`src/rtl/rxdet_pkg.sv`:
```
package rxdet_pkg;
  localparam int CNT_W = 2;

  typedef enum logic [2:0] {
    MODE_OFF      = 3'd0,
    MODE_CNT3     = 3'd1,
    MODE_CNT2     = 3'd2,
    MODE_RSVD     = 3'd3,
    MODE_PERIODIC = 3'd4
  } mode_e;

  typedef struct packed {
    logic             active;
    logic             periodic;
    logic [CNT_W-1:0] need;
  } mode_cfg_t;

  function automatic mode_cfg_t decode_mode(logic [2:0] m);
    mode_cfg_t c;
    c = '{active: 1'b0, periodic: 1'b0, need: '0};
    case (m)
      MODE_CNT3:     c = '{active: 1'b1, periodic: 1'b0, need: CNT_W'(3)};
      MODE_CNT2:     c = '{active: 1'b1, periodic: 1'b0, need: CNT_W'(2)};
      MODE_PERIODIC: c = '{active: 1'b1, periodic: 1'b1, need: CNT_W'(1)};
      default:       c = '{active: 1'b0, periodic: 1'b0, need: '0};
    endcase
    return c;
  endfunction
endpackage

```
`src/rtl/rxdet_poll_timer.sv`:
```
module rxdet_poll_timer #(
  parameter int POLL_US  = 150,
  parameter int RETRY_US = 8
) (
  input  logic clk_i,
  input  logic rst_ni,
  input  logic tick_i,
  input  logic en_i,
  input  logic periodic_i,
  output logic poll_o
);
  localparam int MAX_US = (POLL_US > RETRY_US) ? POLL_US : RETRY_US;
  localparam int W      = $clog2(MAX_US + 1);

  logic [W-1:0] cnt_q, lim;

  assign lim    = periodic_i ? W'(POLL_US - 1) : W'(RETRY_US - 1);
  assign poll_o = en_i && tick_i && (cnt_q >= lim);

  always_ff @(posedge clk_i or negedge rst_ni) begin
    if (!rst_ni)     cnt_q <= '0;
    else if (!en_i)  cnt_q <= '0;
    else if (tick_i) cnt_q <= (cnt_q >= lim) ? '0 : cnt_q + W'(1);
  end
endmodule

```
`src/rtl/rxdet_pd_qual.sv`:
```
module rxdet_pd_qual #(
  parameter int HOLD_US = 200
) (
  input  logic       clk_i,
  input  logic       rst_ni,
  input  logic       tick_i,
  input  logic [1:0] pd_i,
  output logic       restart_o
);
  localparam int W = $clog2(HOLD_US + 1);

  logic [W-1:0] hold_q;
  logic         armed_q, restart_q;

  assign restart_o = restart_q;

  always_ff @(posedge clk_i or negedge rst_ni) begin
    if (!rst_ni) begin
      hold_q    <= '0;
      armed_q   <= 1'b0;
      restart_q <= 1'b0;
    end else begin
      restart_q <= 1'b0;
      if (pd_i == 2'b11) begin
        if (tick_i && hold_q < W'(HOLD_US)) hold_q <= hold_q + W'(1);
        if (hold_q >= W'(HOLD_US))          armed_q <= 1'b1;
      end else begin
        hold_q <= '0;
      end
      // restart fires once both halves are released after a qualified hold
      if (armed_q && pd_i == 2'b00) begin
        armed_q   <= 1'b0;
        restart_q <= 1'b1;
      end
    end
  end
endmodule

```
`src/rtl/rxdet_lane.sv`:
```
module rxdet_lane
  import rxdet_pkg::*;
(
  input  logic      clk_i,
  input  logic      rst_ni,
  input  mode_cfg_t cfg_i,
  input  logic      pd_i,
  input  logic      poll_i,
  input  logic      restart_i,
  input  logic      det_i,
  output logic      probe_o,
  output logic      done_o,
  output logic      term_o
);
  logic             probe_q, done_q;
  logic [CNT_W-1:0] run_q;
  logic [CNT_W:0]   run_nxt;

  assign run_nxt = {1'b0, run_q} + (CNT_W+1)'(1);
  assign probe_o = probe_q;
  assign done_o  = done_q;
  assign term_o  = !cfg_i.active || (!pd_i && done_q);

  always_ff @(posedge clk_i or negedge rst_ni) begin
    if (!rst_ni) begin
      probe_q <= 1'b0;
      done_q  <= 1'b0;
      run_q   <= '0;
    end else if (!cfg_i.active) begin
      probe_q <= 1'b0;
      done_q  <= 1'b0;
      run_q   <= '0;
    end else if (pd_i) begin
      probe_q <= 1'b0;
      run_q   <= '0;
      if (!cfg_i.periodic) done_q <= 1'b0;
    end else if (restart_i && cfg_i.periodic) begin
      probe_q <= 1'b0;
      done_q  <= 1'b0;
      run_q   <= '0;
    end else begin
      probe_q <= poll_i && !done_q;
      if (probe_q) begin
        if (!det_i) begin
          run_q <= '0;
        end else if (run_nxt >= {1'b0, cfg_i.need}) begin
          done_q <= 1'b1;
          run_q  <= '0;
        end else begin
          run_q <= run_nxt[CNT_W-1:0];
        end
      end
    end
  end
endmodule

```
`src/rtl/rxdet_poll_ctrl.sv`:
```
module rxdet_poll_ctrl
  import rxdet_pkg::*;
#(
  parameter int NUM_LANES  = 8,
  parameter int POLL_US    = 150,
  parameter int RETRY_US   = 8,
  parameter int PD_HOLD_US = 200
) (
  input  logic                 clk_i,
  input  logic                 rst_ni,
  input  logic                 us_tick_i,
  input  logic [2:0]           mode_i,
  input  logic [1:0]           pd_i,
  input  logic [NUM_LANES-1:0] det_result_i,
  output logic [NUM_LANES-1:0] probe_o,
  output logic [NUM_LANES-1:0] done_o,
  output logic [NUM_LANES-1:0] term_o
);
  localparam int HALF = NUM_LANES / 2;

  mode_cfg_t cfg;
  logic      poll, restart;

  assign cfg = decode_mode(mode_i);

  rxdet_poll_timer #(.POLL_US(POLL_US), .RETRY_US(RETRY_US)) timer_i (
    .clk_i(clk_i), .rst_ni(rst_ni), .tick_i(us_tick_i),
    .en_i(cfg.active), .periodic_i(cfg.periodic), .poll_o(poll)
  );

  rxdet_pd_qual #(.HOLD_US(PD_HOLD_US)) qual_i (
    .clk_i(clk_i), .rst_ni(rst_ni), .tick_i(us_tick_i),
    .pd_i(pd_i), .restart_o(restart)
  );

  for (genvar l = 0; l < NUM_LANES; l++) begin : g_lane
    rxdet_lane lane_i (
      .clk_i(clk_i), .rst_ni(rst_ni), .cfg_i(cfg),
      .pd_i(pd_i[(l >= HALF) ? 1 : 0]),
      .poll_i(poll), .restart_i(restart), .det_i(det_result_i[l]),
      .probe_o(probe_o[l]), .done_o(done_o[l]), .term_o(term_o[l])
    );
  end
endmodule

```
`config.mk`:
```
export PLATFORM = sky130hd
export DESIGN_NAME = rxdet_poll_ctrl
export DESIGN_NICKNAME = d
export VERILOG_FILES = /design/src/rtl/rxdet_pkg.sv /design/src/rtl/rxdet_poll_timer.sv /design/src/rtl/rxdet_pd_qual.sv /design/src/rtl/rxdet_lane.sv /design/src/rtl/rxdet_poll_ctrl.sv
export SDC_FILE = /design/constraint.sdc
export NUM_CORES = 1
export LEC_CHECK = 0
export ABC_AREA = 1
export BUFFER_PORTS_ARGS = -buffer_cell sky130_fd_sc_hd__buf_2
export CORE_MARGIN = 2
export CORE_UTILIZATION = 59
export CTS_CLUSTER_SIZE = 8
export DETAILED_ROUTE_END_ITERATION = 8
export PLACE_DENSITY = 0.8
export SYNTH_ARGS = -nofsm -noshare
export SYNTH_HDL_FRONTEND = slang
export SYNTH_SLANG_ARGS = --single-unit
```
`constraint.sdc`:
```
create_clock -name clk_i -period 2 [get_ports clk_i]
set_input_delay 0.1 -clock clk_i [delete_from_list [all_inputs] [get_ports clk_i]]
set_output_delay 0.1 -clock clk_i [all_outputs]
set_load 0.005 [all_outputs]
```
**Word-level counts from Yosys, hierarchy flattened**

Index checks and enable logic that the tools add are counted.

- Register bits after elaboration: 50

- $add $sub $neg: 10
- Order comparisons: 11
- Equality and inequality tests: 32
- Mux-type cells: 132
- Reductions and logical operators: 52

Operators by type and width:

| operator | number |
|---|---|
| 2-to-1 mux 2 bit | 48 |
| 2-to-1 mux 1 bit | 77 |
| != test 4 x 3 -> 1 bit (second input constant) | 14 |
| 2-to-1 mux 8 bit | 6 |
| != test 4 bit (second input constant) | 10 |
| AND reduction 4 bit | 8 |
| adder 2 x 1 -> 3 bit (second input constant) | 8 |
| greater-or-equal comparator 3 x 2 -> 1 bit | 8 |
| logical AND 1 bit | 21 |
| adder 8 x 1 -> 8 bit (second input constant) | 2 |
| case mux 4 bit (3 select lines) | 1 |
| zero test 1 bit | 11 |
| greater-or-equal comparator 8 bit | 1 |
| greater-or-equal comparator 8 bit (second input constant) | 1 |
| logical OR 1 bit | 8 |
| less-than comparator 8 bit (second input constant) | 1 |
| != test 3 bit (second input constant) | 2 |
| != test 2 bit (second input constant) | 2 |
| nonzero test 2 bit | 2 |
| equality test 3 x 1 -> 1 bit (second input constant) | 1 |
| equality test 3 x 2 -> 1 bit (second input constant) | 1 |
| equality test 3 bit (second input constant) | 1 |
| equality test 2 bit (second input constant) | 1 |
| zero test 2 bit | 1 |
| AND reduction 2 bit | 1 |

**Longest topological paths before layout**

- Word-level depth: 9
- Mapped depth: 13
- Depth with buffers taken out: 13

**Hierarchy**

Synthesis repeated with hierarchy kept, for this count alone.

- Cell total of the unflattened synthesis: 541
- Area, all modules: 3854.9 sq um

Modules (own cells, without submodules):

| module | instances | cells each | area each (sq um) | sequential area each (sq um) |
|---|---|---|---|---|
| rxdet_lane | 8 | 47 | 324.1 | 100.1 |
| rxdet_poll_timer | 1 | 79 | 625.6 | 200.2 |
| rxdet_pd_qual | 1 | 74 | 583.1 | 250.2 |
| rxdet_poll_ctrl | 1 | 12 | 53.8 | 0.0 |

**Worst setup path before layout**

No wires, ideal clock.

- Kind: input-to-reg
- From: input port mode_i[1]
- To: register g_lane[4].lane_i.run_q[0]
- Library setup time: 0.120 ns
- Data arrival time: 1.726 ns
- Required time: 1.880 ns
- Slack: 0.154 ns
- Cell stages on the path: 11
- Buffers on the path: 0
- Cells stage by stage: nand3b_1 nand2_1 inv_1 fa_1 inv_1 nor2_1 o21ai_0 nand2_1 o21ai_0 inv_1 nor2_1

- Cells in the longest elaborated chain, start to end: 9
- Elaborated cells between the ends (all ways): 13
- Classes of those cells: order compare (1); eq/ne (4); mux (7); reduce/logical (1)

RTL lines:

| element | RTL line | text |
|---|---|---|
| start: declaration | rxdet_poll_ctrl.sv:12 | `input logic [2:0] mode_i,` |
| equality test 3 bit, or another cell as far along | rxdet_pkg.sv:21 | `case (m)` |
| case mux 4 bit (3 select lines) (*) | rxdet_pkg.sv:21 |  |
| greater-or-equal comparator 3 x 2 -> 1 bit | rxdet_lane.sv:46 | `end else if (run_nxt >= {1'b0, cfg_i.need}) begin` |
| 2-to-1 mux 2 bit | rxdet_lane.sv:46 |  |
| 2-to-1 mux 2 bit | rxdet_lane.sv:44 | `if (!det_i) begin` |
| 2-to-1 mux 2 bit | rxdet_lane.sv:43 | `if (probe_q) begin` |
| 2-to-1 mux 2 bit | rxdet_lane.sv:37 | `end else if (restart_i && cfg_i.periodic) begin` |
| 2-to-1 mux 2 bit | rxdet_lane.sv:33 | `end else if (pd_i) begin` |
| 2-to-1 mux 2 bit | rxdet_lane.sv:29 | `end else if (!cfg_i.active) begin` |
| end signal: assignment | rxdet_lane.sv:50 | `run_q <= run_nxt[CNT_W-1:0];` |
| end: declaration | rxdet_lane.sv:16 | `logic [CNT_W-1:0] run_q;` |

Mark *: on every way between the ends. The rest lies on a longest branch, timed or not. The select of a mux whose other input is x is not followed.
A chain may end at the register's enable or synchronous reset.

**Worst setup path after layout**

- From: register g_lane[1].lane_i.run_q[0]
- To: register g_lane[1].lane_i.run_q[0]

- Cells in the longest elaborated chain, start to end: 8

RTL lines:

| element | RTL line | text |
|---|---|---|
| start: declaration | rxdet_lane.sv:16 |  |
| start signal: assignment | rxdet_lane.sv:50 |  |
| adder 2 x 1 -> 3 bit (*) | rxdet_lane.sv:19 | `assign run_nxt = {1'b0, run_q} + (CNT_W+1)'(1);` |
| greater-or-equal comparator 3 x 2 -> 1 bit | rxdet_lane.sv:46 |  |
| 2-to-1 mux 2 bit (*) | rxdet_lane.sv:46 |  |
| 2-to-1 mux 2 bit (*) | rxdet_lane.sv:44 |  |
| 2-to-1 mux 2 bit (*) | rxdet_lane.sv:43 |  |
| 2-to-1 mux 2 bit (*) | rxdet_lane.sv:37 |  |
| 2-to-1 mux 2 bit (*) | rxdet_lane.sv:33 |  |
| 2-to-1 mux 2 bit (*) | rxdet_lane.sv:29 |  |

Marks and branches as above.

==> results.json <==
{
  "finish.net_count": 554,
  "initial_core_util_pct": 60.22,
  "clkTransAtPathRegs_ns": 0.09,
  "synth_area_um2": 3523,
  "synth_top_area_share_pct": 35.51,
  "fin_skew_ns": 0.008478,
  "place.gp.congestion": 0.8662,
  "slew_violations": 0,
  "syn_avg_cell_area_um2": 7.205,
  "grt_pass1_vias": 2844,
  "maxSlewHeadroom_pct": 60.23,
  "path_buf_inv": 2,
  "crit_top_cell": "nand2_1",
  "synth_area_leaders": "dfrtp_1 36%, nand2_1 15%, inv_1 9.4%",
  "slowest_delay_ns": 0.52,
  "maxCapViolCount": 0,
  "cts-buffers-inserted": 5,
  "ant_nets": 0,
  "drive_gt1_share_pct": 11.98,
  "drt-initial-drc-count": 114,
  "hpwl_um": 5408,
  "tns_ns": 0,
  "setup_viol": 0,
  "portBuffers": 39,
  "power.leakage_nw": 2.151,
  "critical_path_required_ns": 2.25,
  "ys_ff_latch": 50,
  "post_cts_buffers": 0,
  "crit_fanout": 4,
  "n_antenna_cell": 0,
  "vdd_drop_max_mv": 0.2688,
  "yosysWarnings": 0,
  "via_per_inst": 5.051,
  "cts_buffer_depth": 2,
  "drt_first_pass_iters": 4,
  "cts_root_buf": "clkbuf_8",
  "synth_cell_types": 25,
  "hold_violations": 0,
  "wl_per_cell_um": 11.96,
  "rows": 28,
  "crit_arrival_ns": 1.90,
  "cts_tree": "done",
  "crit_family": "simple AND/OR/NAND/NOR gates",
  "seq_area_frac_synth_pct": 35.51,
  "endpoint_kind": "register",
  "run_status": "finished, final reports clean",
  "crit_path_cell_trace": "inv_1, fa_1, nor2_1, nand2_1, nand2_1, nor2_1, nand3_1, nand2_1, nand2_1, inv_1",
  "synth_flop_cell": "dfrtp_1",
  "die_y_um": 81.28,
  "gr-total-overflow": 0,
  "cts.sinks": 50,
  "cp-start-kind": "register",
  "grt_max_degree": 27,
  "r2r_slack_ns": 0.35,
  "num_io_pins": 40,
  "wl_um": 6982,
  "fmax_mhz": 607.5,
  "h-tree-depth": 2,
  "vias": 2950,
  "worst_pin_slew_ns": 0.5965,
  "crit_type": "register to register",
  "whs_ns": 0.09221,
  "async_flop_share_pct": 100.0,
  "grt_use_total_pct": 23.41,
  "finalCritPeriodShare_pct": 82.31,
  "final_util_pct": 63.52,
  "synth_nets": 535,
  "slowest_stage": "fa_1",
  "postSynthCellCount": 489,
  "nFillCells": 514,
  "grt_antenna_before_repair": 0,
  "dieArea_um2": 6606,
  "finalCriticalPeriod_ns": 1.646,
  "rsz0062_at_grt": "false",
  "area_growth_pct": 5.469,
  "hold_class": "input port to register",
  "p_per_area_nw_per_um2": 502.4,
  "yosysTopAreaCell": "dfrtp_1",
  "die_w_um": 81.28,
  "core-area_um2": 5851,
  "drc": 0,
  "clock_latency_ns": 0.31,
  "synth_edf_count": 0,
  "grt_pass1_wl_um": 12270
}
## layer usage
| layer | track usage [%] | part of all wire (%) | vias to the layer above |
|---|---|---|---|
| met1 | 30.17 | 46 | 1392 |
| met4 | 6.102 | 1.2 | 0 |
| li1 | - | - | 1500 |
| met2 | 40.57 | 49 | 47 |
| met3 | 4.000 | 3.4 | 11 |
| met5 | 0 | 0 | - |
## logic make-up after synthesis
group	Yosys count	share of synthesized area, %
flip-flops	50	35.51
AND/OR/NAND/NOR	252	30.04
AO/OA/AOI/OAI	32	4.900
adder cells (fa/ha/maj)	30	12.36
buffers and inverters	121	16.19
XOR/XNOR	4	0.9945
## state kept, by name, summed over array words and instances, names as in the netlist
signal                 count
g_lane.lane_i.run_q       16
g_lane.lane_i.probe_o      8
qual_i.hold_q              8
qual_i.restart_o           1
g_lane.lane_i.done_o       8
timer_i.cnt_q              8
qual_i.armed_q             1
## layout by cell type, fill, tap and decap left out, types with 2 or more instances in the layout
master / synthesis / final
a21oi_1: 3 / 3
a21oi_2: 2 / 2
buf_2: 2 / 39
clkbuf_8: 0 / 6
dfrtp_1: 50 / 50
fa_1: 8 / 8
ha_1: 22 / 22
inv_1: 88 / 88
inv_2: 3 / 3
nand2_1: 145 / 145
nand2_2: 5 / 5
nand3_1: 32 / 32
nand3b_1: 8 / 8
nand4_1: 6 / 6
nor2_1: 52 / 52
o21ai_0: 25 / 25
o21bai_1: 2 / 2
xor2_1: 3 / 3
## through the flow
stage | cell area, um^2 | setup slack [ns] | total power [W] | instances
3_5_place_dp | 3611 | 0.06945 | 0.001261 | 575
2_1_floorplan | 3523 | 0.1541 | 0.001191 | 489
6_report | 3716 | 0.3539 | 0.001867 | 584
4_1_cts | 3716 | 0.3650 | 0.001881 | 584
3_3_place_gp | 3611 | 0.2150 | 0.001254 | 575
5_1_grt | 3716 | 0.2136 | 0.001949 | 584
## what timing repair did
| item | in CTS | in global routing |
|---|---|---|
| endpoints found under the hold margin | 24 | 0 |
| setup endpoints to repair | 0 | 0 |
| gates resized for setup | 0 | 0 |
| hold buffers | 1 | 0 |
## power breakdown
| group | internal (W) | switching [W] | leakage, nW | total (W) |
|---|---|---|---|---|
| Clock | 0.000279 | 0.000347 | 0.0472 | 0.000626 |
| Combinational | 0.0000678 | 0.000149 | 1.41 | 0.000217 |
| Sequential | 0.00102 | 0.00000799 | 0.697 | 0.00102 |
## area by class of cell
cell class / count / area, um^2 / area share, %
clock buffers: 6 / 82.58 / 2.222
clock inverters: 2 / 12.51 / 0.3367
inverters: 91 / 341.6 / 9.192
multi-input cells: 318 / 1702 / 45.79
flip-flops and latches: 50 / 1251 / 33.67
well taps: 75 / 93.84 / 2.525
repair buffers: 42 / 232.7 / 6.263
## synth_stat cells (3+ instances only)
master    count
nand2_1     145
inv_1        88
nor2_1       52
dfrtp_1      50
nand3_1      32
o21ai_0      25
buf_4        24
ha_1         22
fa_1          8
nand3b_1      8
nand4_1       6
nand2_2       5
a21oi_1       3
buf_6         3
inv_2         3
xor2_1        3
## path summary, 6_finish.rpt
kind,end,cells after the start,start
max,g_lane[1].lane_i.run_q[0],10,g_lane[1].lane_i.run_q[0]
min,qual_i.restart_o,2,pd_i[1]
max reg2reg,g_lane[1].lane_i.run_q[0],10,g_lane[1].lane_i.run_q[0]
min reg2reg,qual_i.armed_q,2,qual_i.armed_q
max in group asynchronous,g_lane[4].lane_i.run_q[0],3,rst_ni
min in group asynchronous,g_lane[3].lane_i.probe_o,2,rst_ni
(Power assumes the default switching activity.)
